File: config.mk
export PLATFORM = sky130hd
export DESIGN_NAME = psr_sar_seq
export DESIGN_NICKNAME = d
export VERILOG_FILES = /design/src/rtl/psr_pkg.sv /design/src/rtl/psr_step_timer.sv /design/src/rtl/psr_ref_track.sv /design/src/rtl/psr_pair_encoder.sv /design/src/rtl/psr_sar_seq.sv
export SDC_FILE = /design/constraint.sdc
export NUM_CORES = 1
export LEC_CHECK = 0
export ABC_CLOCK_PERIOD_IN_PS = 12500
export BUFFER_PORTS_ARGS = -buffer_cell sky130_fd_sc_hd__buf_2
export CORE_AREA = 2 2 104 66
export DETAILED_ROUTE_END_ITERATION = 10
export DIE_AREA = 0 0 106 68
export GPL_ROUTABILITY_DRIVEN = 0
export PLACE_DENSITY = 0.8
export SYNTH_ARGS = -nofsm -noshare
export SYNTH_HDL_FRONTEND = slang
export SYNTH_HIERARCHICAL = 1
export SYNTH_SLANG_ARGS = --single-unit
File: constraint.sdc
create_clock -name clk -period 12.5 [get_ports clk]
set_clock_uncertainty 0.05 [all_clocks]
set_input_delay 1.25 -clock clk [delete_from_list [all_inputs] [get_ports clk]]
set_output_delay 1.25 -clock clk [all_outputs]
set_load 0.05 [all_outputs]
File: src/rtl/psr_pkg.sv
package psr_pkg;

  typedef enum logic [1:0] {
    PER_SHORT  = 2'd0,
    PER_LONG   = 2'd1,
    PER_DOUBLE = 2'd2
  } per_kind_e;

  // Settling class of 0-based step s in an m-step conversion.
  function automatic per_kind_e step_kind(input int s, input int m);
    int k;
    k = s + 1;
    if (k == 1)          return PER_SHORT;
    else if (k == m - 1) return PER_DOUBLE;
    else if (k == m)     return PER_LONG;
    else if (k % 2 == 1) return PER_SHORT;
    else                 return PER_LONG;
  endfunction

  // Reference weight of 0-based step s for an n-bit converter.
  function automatic int step_weight(input int s, input int n);
    int m;
    int k;
    m = 2 * (n - 1);
    k = s + 1;
    if (k == 1)     return 1 << (n - 1);
    if (k >= m - 2) return 1;
    return 1 << ((m - 1 - k) / 2);
  endfunction

endpackage

File: src/rtl/psr_step_timer.sv
module psr_step_timer
  import psr_pkg::*;
#(
  parameter int CW = 8
) (
  input  logic          clk,
  input  logic          rst,
  input  logic          load,
  input  per_kind_e     kind,
  input  logic [CW-1:0] short_cyc,
  input  logic [CW-1:0] long_cyc,
  output logic          strobe
);

  localparam int TW = CW + 1;

  logic [TW-1:0] cnt;
  logic [TW-1:0] s_len;
  logic [TW-1:0] l_len;
  logic [TW-1:0] per_sel;

  // Zero counts are promoted to one cycle; the doubled period is built from the short one.
  always_comb begin
    s_len = (short_cyc == '0) ? TW'(1) : TW'(short_cyc);
    l_len = (long_cyc  == '0) ? TW'(1) : TW'(long_cyc);
    case (kind)
      PER_SHORT:  per_sel = s_len;
      PER_LONG:   per_sel = l_len;
      PER_DOUBLE: per_sel = s_len << 1;
      default:    per_sel = s_len;
    endcase
  end

  // cnt holds the cycles left in the step including the current one.
  always_ff @(posedge clk) begin
    if (rst) begin
      cnt    <= '0;
      strobe <= 1'b0;
    end else if (load) begin
      cnt    <= per_sel;
      strobe <= (per_sel == TW'(1));
    end else if (cnt != '0) begin
      cnt    <= cnt - TW'(1);
      strobe <= (cnt == TW'(2));
    end else begin
      strobe <= 1'b0;
    end
  end

  AST_LOAD_NONZERO: assert property (@(posedge clk) disable iff (rst)
    load |=> (cnt != '0));

endmodule

File: src/rtl/psr_ref_track.sv
module psr_ref_track
  import psr_pkg::*;
#(
  parameter int N  = 8,
  parameter int SW = 4
) (
  input  logic          clk,
  input  logic          rst,
  input  logic          init,
  input  logic          adv,
  input  logic          up,
  input  logic [SW-1:0] idx,
  output logic [N-1:0]  ref_code
);

  localparam logic [N-1:0] MID = N'(1) << (N - 1);

  logic [N-1:0] w_next;

  always_comb begin
    w_next = N'(step_weight(int'(idx) + 1, N));
  end

  always_ff @(posedge clk) begin
    if (rst) begin
      ref_code <= '0;
    end else if (init) begin
      ref_code <= MID;
    end else if (adv) begin
      ref_code <= up ? (ref_code + w_next) : (ref_code - w_next);
    end
  end

  // The weight chain keeps the reference inside 1 .. 2^N-1.
  AST_REF_IN_RANGE: assert property (@(posedge clk) disable iff (rst)
    adv |=> (ref_code != '0));

endmodule

File: src/rtl/psr_pair_encoder.sv
module psr_pair_encoder #(
  parameter int N = 8
) (
  input  logic [2*(N-1)-1:0] dec,
  output logic [N-1:0]       code
);

  localparam int M = 2 * (N - 1);
  localparam int H = N - 2;

  logic [H-1:0] xw;
  logic [H-1:0] yw;
  logic [H-1:0] sum;
  logic [H:0]   cy;

  genvar i;
  generate
    for (i = 0; i < H; i++) begin : g_pack
      assign xw[H-1-i] = dec[2*i];
      assign yw[H-1-i] = dec[2*i+1];
    end
  endgenerate

  assign cy[0] = dec[M-2];

  generate
    for (i = 0; i < H; i++) begin : g_fa
      assign sum[i]  = xw[i] ^ yw[i] ^ cy[i];
      assign cy[i+1] = (xw[i] & yw[i]) | (xw[i] & cy[i]) | (yw[i] & cy[i]);
    end
  endgenerate

  assign code = {cy[H], sum, dec[M-1]};

endmodule

File: src/rtl/psr_sar_seq.sv
module psr_sar_seq
  import psr_pkg::*;
#(
  parameter int N  = 8,
  parameter int CW = 8
) (
  input  logic          clk,
  input  logic          rst,
  input  logic          start,
  input  logic          cmp_bit,
  input  logic [CW-1:0] short_cyc,
  input  logic [CW-1:0] long_cyc,
  output logic [N-1:0]  dac_code,
  output logic          cmp_strobe,
  output logic [N-1:0]  result,
  output logic          done
);

  localparam int M  = 2 * (N - 1);
  localparam int SW = $clog2(M);
  localparam logic [N-1:0] MID = N'(1) << (N - 1);

  logic          busy;
  logic [SW-1:0] idx;
  logic [M-2:0]  dec;
  logic          launch;
  logic          last_step;
  logic          step_adv;
  logic          finish;
  logic          tm_load;
  per_kind_e     tm_kind;
  logic [N-1:0]  enc_code;

  assign launch    = start && !busy;
  assign last_step = (idx == SW'(M - 1));
  assign step_adv  = busy && cmp_strobe && !last_step;
  assign finish    = busy && cmp_strobe && last_step;
  assign tm_load   = launch || step_adv;
  assign tm_kind   = launch ? step_kind(0, M) : step_kind(int'(idx) + 1, M);

  psr_step_timer #(.CW(CW)) u_timer (
    .clk       (clk),
    .rst       (rst),
    .load      (tm_load),
    .kind      (tm_kind),
    .short_cyc (short_cyc),
    .long_cyc  (long_cyc),
    .strobe    (cmp_strobe)
  );

  psr_ref_track #(.N(N), .SW(SW)) u_ref (
    .clk      (clk),
    .rst      (rst),
    .init     (launch),
    .adv      (step_adv),
    .up       (cmp_bit),
    .idx      (idx),
    .ref_code (dac_code)
  );

  // The last decision is fed straight in, so the code is ready at the final strobe edge.
  psr_pair_encoder #(.N(N)) u_enc (
    .dec  ({cmp_bit, dec}),
    .code (enc_code)
  );

  always_ff @(posedge clk) begin
    if (rst) begin
      busy   <= 1'b0;
      idx    <= '0;
      dec    <= '0;
      result <= '0;
      done   <= 1'b0;
    end else begin
      done <= 1'b0;
      if (launch) begin
        busy <= 1'b1;
        idx  <= '0;
        dec  <= '0;
      end else if (step_adv) begin
        dec[idx] <= cmp_bit;
        idx      <= idx + SW'(1);
      end else if (finish) begin
        busy   <= 1'b0;
        done   <= 1'b1;
        result <= enc_code;
      end
    end
  end

  AST_FIRST_REF: assert property (@(posedge clk) disable iff (rst)
    launch |=> (dac_code == MID));

  AST_REF_QUIET: assert property (@(posedge clk) disable iff (rst)
    (busy && !cmp_strobe) |=> $stable(dac_code));

  AST_DONE_PULSE: assert property (@(posedge clk) disable iff (rst)
    done |=> !done);

  AST_CODE_MATCH: assert property (@(posedge clk) disable iff (rst)
    done |-> (result == ($past(cmp_bit) ? dac_code : dac_code - N'(1))));

  AST_RESULT_HOLD: assert property (@(posedge clk) disable iff (rst)
    !done |-> $stable(result));

endmodule

==> results of run 1 <==
==> how the worst min path moves through the flow <==
stage | to | cells past startpoint
after detailed placement | result[1] | 2
after floorplan | dec[10] | 2
after global routing | result[3] | 2
after global placement | result[0] | 2
final | result[4] | 2
after CTS | result[1] | 2
==> power by group <==
group / internal [mW] / switching [mW]
logic: 0.0307 / 0.0399
registers: 0.149 / 0.00916
clock network: 0.0599 / 0.0552
total: 0.240 / 0.104
==> worst reg2reg max path, stage by stage, from the launching register on <==
cell and delay, ns:
dfxtp_1 0.67, inv_1 0.17, ha_1 0.43, nor4b_2 0.27
a221oi_2 0.10, nor2_1 0.16, ha_1 0.20, ha_1 0.28
nand3_4 0.12, ha_1 0.19, or4b_2 0.70, a2111oi_4 0.48
nand3_2 0.15, or3_4 0.39, ha_1 0.30, nand2_1 0.07
o21ai_2 0.08, ha_1 0.29, a21o_1 0.16, a21oi_1 0.22
o21bai_1 0.09, a21oi_1 0.21, o21ai_0 0.19, or3_1 0.35
a21oi_1 0.20, nor4b_2 0.07
==> cell usage after synthesis, drive strengths merged (2+ instances only) <==
library cell  number  share of area
xor2               4         0.0098
a31oi              3         0.0052
o21ai             22          0.032
fa                 7          0.039
dfxtp             45           0.25
clkbuf             5         0.0056
nand3             20          0.036
xnor2             13          0.032
nand2             54          0.057
a2111oi            2          0.010
or3                2         0.0049
nand2b            10          0.020
mux2i             15          0.042
nor2b              2         0.0042
o21bai             2         0.0042
inv               30          0.031
or2                2         0.0035
ha                29           0.10
nor2              45          0.050
nor4               6          0.012
a21oi             34          0.048
nand3b             2         0.0042
nor3              16          0.027
o211ai             2         0.0042
buf               14          0.033
a21o               4         0.0084
nand4              4         0.0070
nor4b              3          0.011
a22oi              5          0.010
o22ai              3         0.0052
nor3b              5          0.012
a211oi             6          0.014
and3               3         0.0066
==> flip-flops by register name (all words and copies together), names as in the netlist <==
register and flops:
u_timer/cnt 9, dec 13, idx 4, u_ref/ref_code 8, result 8, u_timer/strobe 1, done 1, busy 1
==> logic make-up after synthesis <==
logic type                 after synthesis  share of synthesized area
xor gates and xnor gates                18                     0.0483
and+or+nand+nor                        181                      0.272
adders and majority gates               36                      0.141
DFF                                     45                      0.252
buffers and inverters                   50                     0.0710
AOI/OAI and AO/OA                       95                      0.174
muxes                                   15                     0.0420
==> layer usage <==
layer | share of wire | up-vias | track usage | routed length, um
met5 | 0 | - | 0 | 0
met4 | 0.010 | 0 | 0.0674 | 81
met3 | 0.057 | 11 | 0.0486 | 444
met2 | 0.42 | 95 | 0.353 | 3220
met1 | 0.52 | 1463 | 0.314 | 4000
li1 | - | 1591 | - | -
==> cell type report <==
class,instances,area (um2)
Clock buffer,5,68.8
Clock inverter,3,46.3
Fill cell,583,2510
Inverter,31,118
Multi-Input combinational cell,345,2420
Sequential cell,45,901
Tap cell,87,109
Timing Repair Buffer,37,185
==> cells in the final DEF, fill, tap and decap left out, drive strengths merged, types with 2 or more instances in the layout <==
master / count
a2111oi: 2
a211oi: 6
a21o: 4
a21oi: 34
a22oi: 5
a31oi: 3
and3: 3
buf: 37
clkbuf: 5
clkinv: 2
dfxtp: 45
fa: 7
ha: 29
inv: 30
mux2i: 15
nand2: 54
nand2b: 10
nand3: 20
nand3b: 2
nand4: 4
nor2: 45
nor2b: 2
nor3: 16
nor3b: 5
nor4: 6
nor4b: 3
o211ai: 2
o21ai: 22
o21bai: 2
o22ai: 3
or2: 2
or3: 2
xnor2: 13
xor2: 4
==> metrics by stage <==
step / utilization / cell area, um2 / instances / power, mW
finish: 0.605 / 3850 / 553 / 0.344
detailed placement: 0.587 / 3730 / 545 / 0.231
CTS: 0.605 / 3850 / 553 / 0.347
floorplan: - / 3580 / 440 / 0.216
global route: 0.605 / 3850 / 553 / 0.360
global placement: 0.587 / 3730 / 545 / 0.228
==> metrics, run 1 <==
I/O Pins=38; DRC Markers=0; worst r2r dst=u_ref/ref_code[7]; status=complete, no violations; Setup Buffers After CTS=0; Post-Syn Area per Cell=between 8 and 9 um2; P_leak=1.61 nW; worst hold path class=flop to flop; Max Clock Freq=150 MHz; critical path depth in cells=25; Vias/cell=5.71; yosys warns=6; worst slew pin tran=0.906 ns; Setup violations, final=0; Starting DRT DRC Count=between 150 and 200; post-synthesis sequential area ratio=0.252; first-pass GRT wire length=between 10 and 15 mm; hold path start=result[4]; crit path time final=about 6.7 ns; Netlist Area Pre-Place=3580 um2; R2R Setup Slk=around 5.8 ns; post-synthesis cell type count=75; Post-synth top flop=dfxtp_1; Async SR Flop Fraction=0; final worst setup slack=5.81 ns; R2R cell count=25; DR vias=3160; critical path startpoint category=flop; Worst Path Buf+Inv=1; share of cells above drive strength 1=0.159; end point of the critical path=u_ref/ref_code[7]; slew margin rel.=0.395; Worst-path clk slew=0.10 ns; Post-CTS Resized=0; peak supply drop=0.0701 mV; CTS Buf Count=5; core area=approximately 6400 um2; Crit-path slowest cell=or4b_2; GRT Util Overall=0.225; Synth Instances=440; power density cells=approximately 89 nW/um2; largest net degree at the start of global routing=27; setup TNS=0 ns; Worst Path Max Fanout=15; WL per Instance=14.0 um; clk_lat worst skew=0.31 ns; Arrival @ worst endpoint=6.81 ns; WL final=7.74 mm; CP most frequent cell=ha_1; WHS=0.408 ns; CP Launch Point=idx[1]; CP delay by family, top=simple AND/OR/NAND/NOR gates; Initial Utilization=0.562; NumNets Final=521; H-Tree Level Count=2; CP required=approximately 13 ns; critical path class=flop to flop; TritonCTS clock tree=done; chip width=around 110 um; Clock Tree Root=clkbuf_8; post-route ant nets=0; Crit. End Element=flop; number of enable flip-flop cells after synthesis=0; Rows=23; register bit total from synthesis=45; endpoints failing hold=0; Hold Buf Count CTS=0; max incr delay on CP=0.70 ns; Syn Nets=496; Buffers on Ports=37; Post-Place Setup Slack=slightly below 6 ns; CTS sink count=45; Die Height=68 um; DIE AREA=7210 um2; Syn-to-layout area delta=7.63%; hpwl dp=5.77 mm; GRT Residual Overflow=0; FF-to-FF Start=idx[1]; max-cap violation count=0; Max clock buf depth=2; final worst path period share=0.535; final max-slew violation count=0; initial antenna violation count=0; RSZ-0062 raised after global routing=no; number of global-route vias before repair=2809; drt first pass iters=4; diodes inserted=0
Power figures use the tool's default switching activity.
==> run 2, diff against run 1 <==
--- a/config.mk
+++ b/config.mk
@@ -5,13 +5,13 @@
 export SDC_FILE = /design/constraint.sdc
 export NUM_CORES = 1
 export LEC_CHECK = 0
-export ABC_CLOCK_PERIOD_IN_PS = 12500
+export ABC_CLOCK_PERIOD_IN_PS = 5600
 export BUFFER_PORTS_ARGS = -buffer_cell sky130_fd_sc_hd__buf_2
-export CORE_AREA = 2 2 104 66
+export CORE_AREA = 2 2 109 69
 export DETAILED_ROUTE_END_ITERATION = 10
-export DIE_AREA = 0 0 106 68
+export DIE_AREA = 0 0 111 71
 export GPL_ROUTABILITY_DRIVEN = 0
-export PLACE_DENSITY = 0.8
+export PLACE_DENSITY = 0.77
 export SYNTH_ARGS = -nofsm -noshare
 export SYNTH_HDL_FRONTEND = slang
 export SYNTH_HIERARCHICAL = 1
==> constraint.sdc (replaced) <==
create_clock -name clk -period 5.6 [get_ports clk]
set_clock_uncertainty 0.05 [all_clocks]
set_input_delay 0.56 -clock clk [delete_from_list [all_inputs] [get_ports clk]]
set_output_delay 0.56 -clock clk [all_outputs]
set_load 0.05 [all_outputs]
==> run 2 against run 1 <==
  * Fmax rose by 26%
  * Worst setup slack got worse by 5.5 ns
  * Count of clock-buffer cells in the layout did not move
  * Register-to-register slack got worse by 5.5 ns
  * Power rose by 140%
  * Clock power rose to 2.8 times the previous value
  * First-iteration DRC count rose by 27%
  * Via count rose by 2.4%
  * Global-route usage fell by 1.3 points
  * Critical endpoint unchanged
==> metrics, run 2 (synthesized netlist as in run 1, its figures left out) <==
status=complete, no violations; Crit-path slowest cell=or4b_4; TritonCTS clock tree=done; P_leak=between 1.5 and 2 nW; Crit. End Element=flop; clk_lat worst skew=around 0.29 ns; peak supply drop=0.142 mV; Rows=24; Top Registers=dec x13, u_timer/cnt x9; fin area=4090 um2; H-Tree Level Count=2; final worst setup slack=0.293 ns; DRC Markers=0; # fillers=618; final worst path period share=0.948; Biggest register=dec; Worst Path Max Fanout=5; Starting DRT DRC Count=208; power density cells=202 nW/um2; Initial Utilization=0.516; max-cap violation count=0; hpwl dp=~6.1 mm; diodes inserted=0; DIE AREA=a little under 8000 um2; critical path startpoint category=flop; chip width=roughly 110 um; worst hold path class=flop to flop; Hold Buf Count CTS=0; CP delay by family, top=simple AND/OR/NAND/NOR gates; Post-Place Setup Slack=-0.0964 ns; first-pass GRT wire length=14.0 mm; DR vias=roughly 3200; Vias/cell=around 5.7; number of global-route vias before repair=3030; Pwr Total=between 0.8 and 0.9 mW; largest net degree at the start of global routing=24; I/O Pins=38; placed cell count=between 500 and 600; Finished Layout Cells=between 500 and 600; most frequent cells in the layout=nand2_1, dfxtp_1, nor2_1; WL final=8.21 mm; critical path class=flop to flop; Setup violations, final=0; final max-slew violation count=0; commonest non-fill, non-tap cell in the layout=nand2_1; slew margin rel.=0.517; post-route ant nets=0; Max Clock Freq=188 MHz; CP required=5.71 ns; Clock Tree Root=clkbuf_16; endpoints failing hold=0; NumNets Final=between 500 and 600; core area=6940 um2; CTS Buf Count=5; Worst-path clk slew=0.08 ns; GRT Residual Overflow=0; CP most frequent cell=ha_1; Die Height=71 um; worst slew pin tran=0.724 ns; drt first pass iters=5; CTS sink count=45; WL per Instance=14.4 um; Syn-to-layout area delta=14.4%; max incr delay on CP=0.47 ns; Post-Place Cell Area=3830 um2; Buffers on Ports=37; Worst Path Buf+Inv=1; Arrival @ worst endpoint=between 5 and 6 ns; number of flip-flops in the largest register=13; Max clock buf depth=2; crit path time final=5.31 ns; initial antenna violation count=0; share of cells above drive strength 1=0.213; GRT Util Overall=0.212
-- run 2: final timing paths --
| kind | start | end | slack [ns] | depth (start not counted) |
|---|---|---|---|---|
| worst max-delay path | idx[1] | u_ref/ref_code[7] | 0.29 | 25 |
| worst min-delay path | result[3] | result[3] | 0.40 | 2 |
| worst max register to register | idx[1] | u_ref/ref_code[7] | 0.29 | 25 |
| worst min register to register | result[3] | result[3] | 0.40 | 2 |
-- run 2: through the flow --
stage / TNS, ns / hold slack [ns] / util
floorplan: 0 / 0.404 / -
global placement: 0 / 0.389 / 0.553
detailed placement: -0.0964 / 0.396 / 0.553
CTS: 0 / 0.406 / 0.581
global route: -0.0732 / 0.422 / 0.590
finish: 0 / 0.402 / 0.590
-- run 2: final cells by class --
| cell class | instances | area (um2) | share of cell area |
|---|---|---|---|
| multi-input cells | 345 | 2520 | 0.615 |
| well taps | 91 | 114 | 0.0278 |
| clock inverters | 3 | 28.8 | 0.00703 |
| flip-flops and latches | 45 | 906 | 0.221 |
| clock buffers | 5 | 125 | 0.0306 |
| repair buffers | 50 | 283 | 0.0691 |
| inverters | 31 | 118 | 0.0287 |
-- run 2: where the power goes --
| part | internal (mW) | leakage (nW) | total (mW) | switching [mW] |
|---|---|---|---|---|
| sequential | 0.333 | 0.366 | 0.353 | 0.0199 |
| clock | 0.172 | 0.0767 | 0.318 | 0.146 |
| combinational | 0.0688 | 1.26 | 0.156 | 0.0868 |
-- run 2: worst reg2reg max path: cells and delay by family, from the launching register on --
| kind | cells | cell delay [ns] |
|---|---|---|
| adder cells (fa/ha/maj) | 5 | 1.34 |
| AO/OA/AOI/OAI | 9 | 1.24 |
| flip-flops | 1 | 0.35 |
| AND/OR/NAND/NOR | 10 | 2.13 |
| buffers and inverters | 1 | 0.05 |
-- run 2: metal layers --
metal | GRT usage | vias to the layer above | share of wire
met5 | 0 | - | 0
met4 | 0.0417 | 0 | 0.0083
met3 | 0.0394 | 8 | 0.054
met2 | 0.337 | 97 | 0.44
met1 | 0.304 | 1512 | 0.50
li1 | - | 1618 | -
-- run 2: timing repair --
action | in CTS | in global routing
gates cloned | 0 | 0
resized for setup | 7 | 10
endpoints found under the setup margin | 1 | 2
pin swaps | 2 | 11
buffers inserted | 1 | 2
==> run 3, diff against run 2 <==
--- a/config.mk
+++ b/config.mk
@@ -5,11 +5,12 @@
 export SDC_FILE = /design/constraint.sdc
 export NUM_CORES = 1
 export LEC_CHECK = 0
+export ABC_AREA = 1
 export ABC_CLOCK_PERIOD_IN_PS = 5600
 export BUFFER_PORTS_ARGS = -buffer_cell sky130_fd_sc_hd__buf_2
-export CORE_AREA = 2 2 109 69
+export CORE_AREA = 2 2 112 71
 export DETAILED_ROUTE_END_ITERATION = 10
-export DIE_AREA = 0 0 111 71
+export DIE_AREA = 0 0 114 73
 export GPL_ROUTABILITY_DRIVEN = 0
 export PLACE_DENSITY = 0.77
 export SYNTH_ARGS = -nofsm -noshare
==> run 3 against run 2 <==
  * Area after synthesis increased by 7.2%
  * Sequential share of layout area decreased by 1.1 points
  * Largest cell class unchanged
  * First-iteration DRC count increased by 30%
  * Wire length increased by 6.1%
  * Critical endpoint unchanged
  * Worst setup slack improved by 0.17 ns
  * Critical path depth increased by 11
  * Synthesized cell count increased by 31%
  * Die area increased by 5.6%
  * Power increased by 8.8%
==> metrics, run 3 <==
status=complete, no violations; clk_lat worst skew=around 0.29 ns; critical path class=flop to flop; power density cells=around 210 nW/um2; Synth Area in Compound Gates=0.0998; worst hold path class=flop to flop; I/O Pins=38; Synth Instances=between 500 and 600; CTS Buf Count=5; final core occ=0.579; CP most frequent cell=ha_1; Syn Nets=631; crit path time final=5.13 ns; Die Height=73 um; area of the multi-input gates=around 2600 um2; Starting DRT DRC Count=270; number of global-route vias before repair=3231; Post-Place Cell Area=4050 um2; final max-slew violation count=0; share of cells above drive strength 1=0.200; Async SR Flop Fraction=0; Clock Tree Root=clkbuf_16; largest net degree at the start of global routing=23; critical path startpoint category=flop; number of flip-flops in the largest register=13; # fillers=676; DR vias=3674; GRT Residual Overflow=0; Worst Path Max Fanout=10; initial antenna violation count=0; Arrival @ worst endpoint=approximately 5.3 ns; GRT Util Overall=0.217; Worst-path clk slew=0.06 ns; max-cap violation count=0; area share of the largest cell type after synthesis=0.235; largest family of logic cells by synthesized area=simple AND/OR/NAND/NOR gates; P_leak=about 2.1 nW; fin area=around 4300 um2; chip width=114 um; top post-synthesis cells by area=dfxtp_1, nand2_1, nor2_1; drt first pass iters=5; Crit-path slowest cell=dfxtp_4; Netlist Area Pre-Place=about 3800 um2; diodes inserted=0; Finished Layout Cells=between 700 and 800; Synth Area in Simple Gates=0.406; first-pass GRT wire length=14.7 mm; core area=about 7400 um2; leading area contributor after synthesis=dfxtp_1; Crit. End Element=flop; WL final=slightly below 9 mm; commonest non-fill, non-tap cell in the layout=nand2_1; DRC Markers=0; final worst setup slack=0.467 ns; Max clock buf depth=2; Post-Syn Area per Cell=6.67 um2; yosys warns=6; most frequent cells in the layout=nand2_1, nor2_1, inv_1; WHS=0.433 ns; placed cell count=694; top cells by count, synth=nand2_1, nor2_1, inv_1; max incr delay on CP=0.38 ns; register bit total from synthesis=45; Top Registers=dec x13, u_timer/cnt x9; NumNets Final=670; post-synthesis sequential area ratio=0.235; Vias/cell=5.18; DIE AREA=8320 um2; endpoints failing hold=0; peak supply drop=around 0.12 mV; TritonCTS clock tree=done; H-Tree Level Count=2; final worst path period share=0.917; Rows=25; Post-Place Setup Slack=0.116 ns; Buffers on Ports=37; dominant cell by count in the synthesized netlist=nand2_1; Post-synth top flop=dfxtp_1; slew margin rel.=0.699; post-synthesis adder-cell area fraction=0.131; Syn-to-layout area delta=12.5%; worst slew pin tran=0.452 ns; xor/xnor share of the synthesized area=0.0297; post-synthesis cell type count=38; post-route ant nets=0; Initial Utilization=0.515; number of enable flip-flop cells after synthesis=0; CTS sink count=45; hpwl dp=6.67 mm; Biggest register=dec; CP required=about 5.8 ns; Reg area=910 um2; Setup violations, final=0; multiplexer share of the synthesized area=0; WL per Instance=between 10 and 15 um; Max Clock Freq=approximately 190 MHz
## run 3: worst max-delay path, delay by kind of cell, from the launching register on
kind | cells | cell delay (ns)
flops | 1 | 0.38
simple gates | 21 | 2.35
xor+xnor | 2 | 0.33
buf+inv | 5 | 0.27
compound gates | 2 | 0.27
fa+ha+maj | 6 | 1.41
## run 3: repair_timing
action,4_1_cts,5_1_grt
gates resized for setup,0,11
setup buffers,0,7
setup endpoints to repair,0,3
hold buffers,0,0
## run 3: final cells by class
cell class	count	share of cell area
timing repair buffer	44	0.0551
sequential	45	0.211
multi-input combinational	442	0.600
clock inverter	2	0.00870
inverter	76	0.0661
tap	94	0.0273
clock buffer	6	0.0322
## run 3: path summary, 6_finish.rpt
check	start	endpoint	slack [ns]	depth (start not counted)
setup / recovery	idx[1]	u_ref/ref_code[7]	0.47	36
hold reg to reg	dec[10]	dec[10]	0.43	2
setup reg to reg	idx[1]	u_ref/ref_code[7]	0.47	36
hold / removal	dec[10]	dec[10]	0.43	2
## run 3: layer usage
layer,up-vias,wire length (um),global-route usage
li1,1915,-,-
met1,1658,4520,0.312
met2,93,3790,0.339
met3,8,355,0.0424
met4,0,48,0.0461
met5,-,0,0
## run 3: logic make-up (layout without fill, tap and decap cells)
| group | count (synthesis) | in the layout |
|---|---|---|
| AOI/OAI and AO/OA | 68 | 68 |
| DFF | 45 | 45 |
| adders and majority gates | 36 | 36 |
| buffers and inverters | 88 | 128 |
| xor gates and xnor gates | 13 | 13 |
| and+or+nand+nor | 325 | 325 |
## run 3: power by group
group          internal (mW)  switching (mW)  total [mW]
logic                 0.0703           0.124       0.195
registers              0.339          0.0180       0.357
clock network          0.223           0.125       0.348
total                  0.632           0.268       0.899
## run 3: per-stage QoR
stage               power, mW  TNS [ns]
floorplan               0.513         0
global placement        0.548         0
detailed placement      0.551         0
CTS                     0.904         0
global route            0.949   -0.0265
finish                  0.899         0
